==> src/rtl/usbh_evt_pkg.sv <==
package usbh_evt_pkg;

  typedef enum logic [2:0] {
    RES_DONE     = 3'd0,
    RES_SHORT    = 3'd1,
    RES_STALL    = 3'd2,
    RES_TIMEOUT  = 3'd3,
    RES_SETUP_HS = 3'd4,
    RES_STUFF    = 3'd5,
    RES_DBUF     = 3'd6,
    RES_NAK      = 3'd7
  } td_result_e;

  localparam int STS_W   = 6;
  localparam int CLR_W   = 5;
  localparam int ST_INT  = 0;
  localparam int ST_ERR  = 1;
  localparam int ST_RES  = 2;
  localparam int ST_HSE  = 3;
  localparam int ST_HCPE = 4;
  localparam int ST_HALT = 5;

endpackage

==> src/rtl/usbh_td_update.sv <==
module usbh_td_update
  import usbh_evt_pkg::*;
#(
  parameter int LEN_W = 8,
  parameter int ERR_W = 2,
  localparam int WORD_W = LEN_W + ERR_W + 6
) (
  input  logic [WORD_W-1:0] word_i,
  input  td_result_e        result_i,
  output logic [WORD_W-1:0] word_o,
  output logic              set_int_o,
  output logic              set_err_o
);

  localparam int P_CNT   = LEN_W;
  localparam int P_IOC   = LEN_W + ERR_W;
  localparam int P_STUFF = P_IOC + 1;
  localparam int P_CRC   = P_IOC + 2;
  localparam int P_DBUF  = P_IOC + 3;
  localparam int P_STALL = P_IOC + 4;
  localparam int P_ACT   = P_IOC + 5;

  logic [ERR_W-1:0] cnt;
  logic             is_err;

  always_comb begin
    word_o    = word_i;
    set_int_o = 1'b0;
    set_err_o = 1'b0;
    cnt       = word_i[P_CNT +: ERR_W];
    is_err    = 1'b0;
    unique case (result_i)
      RES_DONE: begin
        word_o[P_ACT] = 1'b0;
        set_int_o     = word_i[P_IOC];
      end
      RES_SHORT: begin
        word_o[P_ACT] = 1'b0;
        set_int_o     = 1'b1;
      end
      RES_STALL: begin
        word_o[P_ACT]   = 1'b0;
        word_o[P_STALL] = 1'b1;
        set_err_o       = 1'b1;
      end
      RES_TIMEOUT, RES_SETUP_HS: begin
        word_o[P_CRC] = 1'b1;
        is_err        = 1'b1;
      end
      RES_STUFF: begin
        word_o[P_STUFF] = 1'b1;
        set_err_o       = 1'b1;
        is_err          = 1'b1;
      end
      RES_DBUF: begin
        word_o[P_DBUF] = 1'b1;
        set_err_o      = 1'b1;
        is_err         = 1'b1;
      end
      default: ;
    endcase
    if (is_err && (cnt != '0)) begin
      word_o[P_CNT +: ERR_W] = cnt - ERR_W'(1);
      if (cnt == ERR_W'(1)) begin
        word_o[P_ACT]   = 1'b0;
        word_o[P_STALL] = 1'b1;
        set_err_o       = 1'b1;
      end
    end
  end

endmodule

==> src/rtl/usbh_cmd_ctrl.sv <==
module usbh_cmd_ctrl (
  input  logic clk,
  input  logic rst_n,
  input  logic hc_reset,
  input  logic cmd_wr,
  input  logic wr_run,
  input  logic wr_cfg,
  input  logic wr_susp,
  input  logic hw_halt,
  output logic run_o,
  output logic cfg_o,
  output logic susp_o,
  output logic halted_o
);

  logic run_nxt;

  always_comb begin
    run_nxt = run_o;
    if (cmd_wr)  run_nxt = wr_run;
    if (hw_halt) run_nxt = 1'b0;
  end

  always_ff @(posedge clk or negedge rst_n) begin
    if (!rst_n) begin
      run_o    <= 1'b0;
      cfg_o    <= 1'b0;
      susp_o   <= 1'b0;
      halted_o <= 1'b0;
    end else if (hc_reset) begin
      run_o    <= 1'b0;
      cfg_o    <= 1'b0;
      susp_o   <= 1'b0;
      halted_o <= 1'b0;
    end else begin
      run_o <= run_nxt;
      if (cmd_wr) begin
        cfg_o  <= wr_cfg;
        susp_o <= wr_susp & ~run_o & ~wr_run;
      end
      if (hw_halt || (run_o && !run_nxt))
        halted_o <= 1'b1;
      else if (!run_o && run_nxt)
        halted_o <= 1'b0;
    end
  end

endmodule

==> src/rtl/usbh_sts_bits.sv <==
module usbh_sts_bits #(
  parameter int N = 5
) (
  input  logic         clk,
  input  logic         rst_n,
  input  logic         hc_reset,
  input  logic [N-1:0] set_i,
  input  logic         clr_wr,
  input  logic [N-1:0] clr_mask,
  output logic [N-1:0] bits_o
);

  for (genvar i = 0; i < N; i++) begin : g_bit
    logic b;
    always_ff @(posedge clk or negedge rst_n) begin
      if (!rst_n)                     b <= 1'b0;
      else if (hc_reset)              b <= 1'b0;
      else if (set_i[i])              b <= 1'b1;
      else if (clr_wr && clr_mask[i]) b <= 1'b0;
    end
    assign bits_o[i] = b;
  end

endmodule

==> src/rtl/usbh_status_evt.sv <==
module usbh_status_evt
  import usbh_evt_pkg::*;
#(
  parameter int LEN_W = 8,
  parameter int ERR_W = 2,
  localparam int WORD_W = LEN_W + ERR_W + 6
) (
  input  logic              clk,
  input  logic              rst_n,
  input  logic              hc_reset,
  input  logic              cmd_wr,
  input  logic              cmd_wr_run,
  input  logic              cmd_wr_cfg,
  input  logic              cmd_wr_susp,
  input  logic              sts_clr_wr,
  input  logic [CLR_W-1:0]  sts_clr_mask,
  input  logic              ev_pid_err,
  input  logic              ev_bus_abort,
  input  logic              ev_resume,
  input  logic              td_in_valid,
  output logic              td_in_ready,
  input  logic [WORD_W-1:0] td_in_word,
  input  logic [2:0]        td_in_result,
  output logic              td_out_valid,
  input  logic              td_out_ready,
  output logic [WORD_W-1:0] td_out_word,
  output logic              run,
  output logic              cfg,
  output logic              susp,
  output logic [STS_W-1:0]  hc_status
);

  logic              td_fire;
  logic [WORD_W-1:0] upd_word;
  logic              upd_int;
  logic              upd_err;
  logic              halted;
  logic [CLR_W-1:0]  sts_set;
  logic [CLR_W-1:0]  sts_q;

  assign td_in_ready = !td_out_valid || td_out_ready;
  assign td_fire     = td_in_valid && td_in_ready;

  usbh_td_update #(.LEN_W(LEN_W), .ERR_W(ERR_W)) u_upd (
    .word_i    (td_in_word),
    .result_i  (td_result_e'(td_in_result)),
    .word_o    (upd_word),
    .set_int_o (upd_int),
    .set_err_o (upd_err)
  );

  usbh_cmd_ctrl u_cmd (
    .clk      (clk),
    .rst_n    (rst_n),
    .hc_reset (hc_reset),
    .cmd_wr   (cmd_wr),
    .wr_run   (cmd_wr_run),
    .wr_cfg   (cmd_wr_cfg),
    .wr_susp  (cmd_wr_susp),
    .hw_halt  (ev_pid_err | ev_bus_abort),
    .run_o    (run),
    .cfg_o    (cfg),
    .susp_o   (susp),
    .halted_o (halted)
  );

  always_comb begin
    sts_set          = '0;
    sts_set[ST_INT]  = td_fire & upd_int;
    sts_set[ST_ERR]  = td_fire & upd_err;
    sts_set[ST_RES]  = ev_resume & susp;
    sts_set[ST_HSE]  = ev_bus_abort;
    sts_set[ST_HCPE] = ev_pid_err;
  end

  usbh_sts_bits #(.N(CLR_W)) u_sts (
    .clk      (clk),
    .rst_n    (rst_n),
    .hc_reset (hc_reset),
    .set_i    (sts_set),
    .clr_wr   (sts_clr_wr),
    .clr_mask (sts_clr_mask),
    .bits_o   (sts_q)
  );

  assign hc_status = {halted, sts_q};

  always_ff @(posedge clk or negedge rst_n) begin
    if (!rst_n) begin
      td_out_valid <= 1'b0;
      td_out_word  <= '0;
    end else if (td_fire) begin
      td_out_valid <= 1'b1;
      td_out_word  <= upd_word;
    end else if (td_out_ready) begin
      td_out_valid <= 1'b0;
    end
  end

endmodule

==> config.mk <==
export PLATFORM = sky130hd
export DESIGN_NAME = usbh_status_evt
export DESIGN_NICKNAME = d
export VERILOG_FILES = /design/src/rtl/usbh_evt_pkg.sv /design/src/rtl/usbh_td_update.sv /design/src/rtl/usbh_cmd_ctrl.sv /design/src/rtl/usbh_sts_bits.sv /design/src/rtl/usbh_status_evt.sv
export SDC_FILE = /design/constraint.sdc
export NUM_CORES = 1
export LEC_CHECK = 0
export BUFFER_PORTS_ARGS = -buffer_cell sky130_fd_sc_hd__buf_2
export CAP_MARGIN = 20
export CORE_MARGIN = 3
export CORE_UTILIZATION = 45
export DETAILED_ROUTE_END_ITERATION = 8
export GPL_ROUTABILITY_DRIVEN = 0
export PLACE_DENSITY_LB_ADDON = 0.08
export SLEW_MARGIN = 0
export SYNTH_ARGS = -nofsm -noshare
export SYNTH_HDL_FRONTEND = slang
export SYNTH_SLANG_ARGS = --single-unit
==> constraint.sdc <==
create_clock -name clk -period 1.5 [get_ports clk]
set_input_delay 0.15 -clock clk [delete_from_list [all_inputs] [get_ports clk]]
set_output_delay 0.15 -clock clk [all_outputs]
set_load 0.02 [all_outputs]
[Word-level counts from Yosys, hierarchy flattened]
Cells that the tools add are included.
W data, S select, Z words.
Word-level totals
  register bits after elaboration: 26
  input bits: 37
  output and inout bits: 27
  logic and storage cells: 95
Cells by class
  add/subtract/negate cells: 1
  equality and inequality tests: 7
  mux-type cells: 40
  bitwise operators: 8
  reductions and logical operators: 28
Operator list (count)
  $mux W1: 36
  $reduce_bool A3 Y1: 6
  $eq A3 B3 Y1 const B: 3
  $logic_and A1 B1 Y1: 9
  $eq A3 B2 Y1 const B: 2
  $mux W2: 3
  $reduce_bool A2 Y1: 3
  $reduce_or A3 Y1: 2
  $and A1 B1 Y1: 5
  $reduce_or A4 Y1: 1
  $eq A3 B1 Y1 const B: 1
  $logic_not A1 Y1: 3
  $logic_not A3 Y1: 1
  $eq A2 B1 Y1 const B: 1
  $logic_or A1 B1 Y1: 2
  $not A1 Y1: 2
  $pmux W1 S2: 1
  $reduce_or A2 Y1: 1
  $sub A2 B1 Y2 const B: 1
  $or A1 B1 Y1: 1

[Logic depth before layout (Yosys ltp)]
  depth in word-level cells: 8
  gate-level depth with buffers: 5
  gate-level depth less buffers: 5

[Modules after synthesis]
A second synthesis with hierarchy kept.
Second synthesis, totals
  cells, all modules: 121
  area, all modules: 1432.6 µm²
Modules (own cells, without submodules)
  usbh_status_evt: times used 1, cells an instance 42, area each 730.7 µm², sequential area each 425.4 µm²
  usbh_td_update: times used 1, cells an instance 38, area each 272.8 µm², sequential area each 0.0 µm²
  usbh_sts_bits: times used 1, cells an instance 25, area each 250.2 µm², sequential area each 125.1 µm²
  usbh_cmd_ctrl: times used 1, cells an instance 16, area each 178.9 µm², sequential area each 100.1 µm²

[Worst setup path after synthesis]
No wires, ideal clock.
  path type: flip-flop to flip-flop
  from: reg td_out_valid
  to: reg td_out_word[10]
  library setup time: 0.125 ns
  arrival time: 1.349 ns
  data required time: 1.375 ns
  slack: 0.026 ns
  stages on the path, launching flop included: 5
  path buffers: 0
  clock period less this slack: 1.474 ns
  cells stage by stage: dfrtp_1 nor2b_2 inv_2 nand2_2 mux2_2
On the way
  cells in the longest elaborated chain, start to end: 3
Ends and longest elaborated chain
  start, declared: line usbh_status_evt.sv:24  | output logic td_out_valid,
  start signal, assigned: line usbh_status_evt.sv:90  | td_out_valid <= 1'b0;
  start signal, assigned: line usbh_status_evt.sv:93  | td_out_valid <= 1'b1;
  start signal, assigned: line usbh_status_evt.sv:96  | td_out_valid <= 1'b0;
  $logic_not A1 Y1: line usbh_status_evt.sv:41  | assign td_in_ready = !td_out_valid || td_out_ready;
  $logic_or A1 B1 Y1: line usbh_status_evt.sv:41
  named net td_in_ready: line usbh_status_evt.sv:21  | output logic td_in_ready,
  $logic_and A1 B1 Y1: line usbh_status_evt.sv:42  | assign td_fire = td_in_valid && td_in_ready;
  end signal, assigned: line usbh_status_evt.sv:94  | td_out_word <= upd_word;
  end, declared: line usbh_status_evt.sv:26  | output logic [WORD_W-1:0] td_out_word,
The timed path passes the listed nets, and every way through them passes these cells.
A chain may end at the register's enable or synchronous reset.

[Worst setup path in the final report]
  from: reg td_out_valid
  to: out td_in_ready
On the way
  cells in the longest elaborated chain, start to end: 2
Ends and longest elaborated chain (line)
  $logic_not A1 Y1: usbh_status_evt.sv:41
  $logic_or A1 B1 Y1: usbh_status_evt.sv:41
  end, declared: usbh_status_evt.sv:21
No other way between the ends.

==> metrics.cfg <==
[outcome]
status=complete, no violations

[route]
ant_nets=0
drt_wl_total_mm=2.77
drt_iter0_markers=65
remaining_drc_errors=0
vias=1125
firstDrtPassIters=4
viasPerCell=5.38
post_drt_wl_per_cell_um=13.3

[finish]
design_area_um2=1630
area_growth_syn_to_layout_pct=24.3
final_nets=220
seq_area_um2=651
multi_input_area_um2=559
post-route-util=0.622
diodes=0
drive_gt1_frac=0.419
fillers=231

[critical_path]
crit_path_cell_trace=nor2b_4 > inv_2 > buf_2
path_max_fanout=7
crit_type=reg -> out
crit_arrival_ps=1170
r2r_end=td_out_word[10]
critPathLaunchType=flip-flop
cpPeakStageDelay_ps=360
cp.required_ps=1350
critPathSlowestCell=dfrtp_1
r2r_cells=4
path_depth=3
crit_family=flip-flops
timing.rr.start=td_out_valid
worst_setup_path_end_kind=output pin
cp_num_buf_inv=2
r2r_setup_slack_ps=210

[logic_synthesis]
ys.flop_type=dfrtp_1
synth_cell_type_count=40
ys_seq_elements=26
yosysSeqAreaShare=0.498
ys.warnings.count=0
avgSynthCellArea_um2=10.7
syn_inst=122
synth_edf_count=0
syn_area_um2=1310
synth_async_sr_flop_share=1.00
synth_nets=161

[floorplanning]
core-area_um2=2610
initial_core_util=0.500
die_x_um=59.9
io_pins=64
die_h_um=59.9
die_area_um2=3590
rows=18

[power_and_ir_drop]
p_int_mw=1.04
comb_power_share=0.279
power_frac_clock=0.181
p_sw_frac=0.312
p_switching_mw=0.471
seq_power_share=0.540
ir_drop_mv=0.723
power_density_nw_per_um2=928
power_leakage_nw=0.839

[clock_network]
post-cts-setup-buffers=0
tritoncts=yes
cts-htree-levels=1
clk_latency_ps=310
root_buffer=clkbuf_4
clkTransAtPathRegs_ps=120
numCtsBuffers=3
clockBufferDepth=2
clock_sinks=26

[sta]
fin_crit_sh=0.880
whs_ps=25.0
maxSlewHeadroom=0.622
fmax_mhz=758
hold_viol_final=0
setup_viol=0
fin_tns_setup_ps=0
fin_crit_ps=1320
worst_pin_slew_ps=567
slew_violations=0
skew_ps=1.91
rsz0062_at_grt=no

[global_routing]
grt_pass1_vias=1033
grt_max_degree=27
grt_pass1_wl_mm=4.55
antenna_found_initial=0
grt_overflow=0
gr-usage-all-layers=0.168

[min_path]
worstHoldStart=ev_bus_abort
hold_class=in -> reg
whs_endpoint=u_cmd.run_o
whs_path_depth=2

[run]
cap_violations=0

[place]
place_area_um2=1590
io_buffers=63
dp_hpwl_mm=2.26

-- how the worst max path moves through the flow --
stage / endpoint / slack (ps) / start
floorplan: td_out_word[10] / 30 / td_out_valid
global route: td_in_ready / 90 / td_out_valid
finish: td_in_ready / 180 / td_out_valid
detailed placement: td_out_word[10] / 140 / td_out_valid
CTS: td_in_ready / 80 / td_out_valid
global placement: td_out_word[10] / 190 / td_out_valid
-- cells in the mapped netlist (2+ instances only) --
cell type,count,area [um^2]
mux2i_1,2,20.0
nor2_1,8,30.0
o21ai_0,5,25.0
ha_1,2,25.0
mux2_1,8,90.1
nand2b_1,2,12.5
nand2_1,9,33.8
nor2b_1,2,12.5
buf_4,7,52.6
inv_1,5,18.8
inv_2,3,11.3
a21oi_1,8,40.0
dfrtp_1,26,651
a211oi_1,4,30.0
a31oi_1,6,37.5
-- power groups by stage --
| stage | Clock [mW] | Combinational (mW) | Sequential (mW) |
|---|---|---|---|
| 3_3_place_gp | 0 | 0.417 | 0.825 |
| 5_1_grt | 0.309 | 0.463 | 0.826 |
| 6_report | 0.273 | 0.421 | 0.814 |
| 4_1_cts | 0.289 | 0.426 | 0.815 |
| 3_5_place_dp | 0 | 0.423 | 0.829 |
| 2_1_floorplan | 0 | 0.174 | 0.912 |
-- state kept, by name, indices dropped and copies added, names as in the netlist --
name            cells
u_cmd.run_o         1
u_sts.g_bit.b       5
td_out_word        16
td_out_valid        1
u_cmd.susp_o        1
u_cmd.halted_o      1
u_cmd.cfg_o         1
-- metrics by stage --
| step | worst slack (ps) | power (mW) | std cells |
|---|---|---|---|
| floorplan | 26.4 | 1.09 | 122 |
| global placement | 185 | 1.24 | 205 |
| detailed placement | 138 | 1.25 | 205 |
| CTS | 80.0 | 1.53 | 209 |
| global route | 89.3 | 1.60 | 209 |
| finish | 181 | 1.51 | 209 |
-- final cells by class --
cell class              count  area share
clock buffers               3      0.0139
flip-flops and latches     26       0.400
well taps                  30      0.0231
multi-input cells          78       0.344
repair buffers             64       0.200
inverters                   8      0.0185
-- timing repair --
action                     CTS  global route
hold buffers                 1             0
setup endpoints to repair    0             1
gates resized for setup      0             1
hold endpoints to repair    26             0
-- logic make-up after synthesis --
family / count (synthesis) / synth area share
AO/OA/AOI/OAI: 35 / 0.180
adder cells (fa/ha/maj): 2 / 0.0191
AND/OR/NAND/NOR: 30 / 0.132
flip-flops: 26 / 0.498
multiplexers: 11 / 0.0928
buffers and inverters: 18 / 0.0785
-- cell usage in the layout, fill, tap and decap left out, drive strengths merged --
cell         netlist  layout
a211o              1       1
a211oi             4       4
a21bo              1       1
a21boi             1       1
a21o               1       1
a21oi              8       8
a22oi              1       1
a31oi              6       6
a32o               1       1
and4bb             1       1
buf                9      63
clkbuf             1       3
dfrtp             26      26
dlygate4sd3        0       1
ha                 2       2
inv                8       8
mux2               9       9
mux2i              2       2
nand2             10      10
nand2b             2       2
nand3              1       1
nand3b             2       2
nor2               9       9
nor2b              3       3
nor4               1       1
o2111ai            1       1
o21ai              5       5
o221a              1       1
o22ai              1       1
o31a               1       1
o31ai              1       1
o41ai              1       1
or2                1       1
-- routing by layer --
metal  track usage  wire length [um]  up-vias
met5             0                 0        -
met4        0.0380                18        0
met3        0.0454               245        2
met2         0.282              1310       48
met1         0.216              1200      531
li1              -                 -      544
Power figures use the tool's default switching activity.
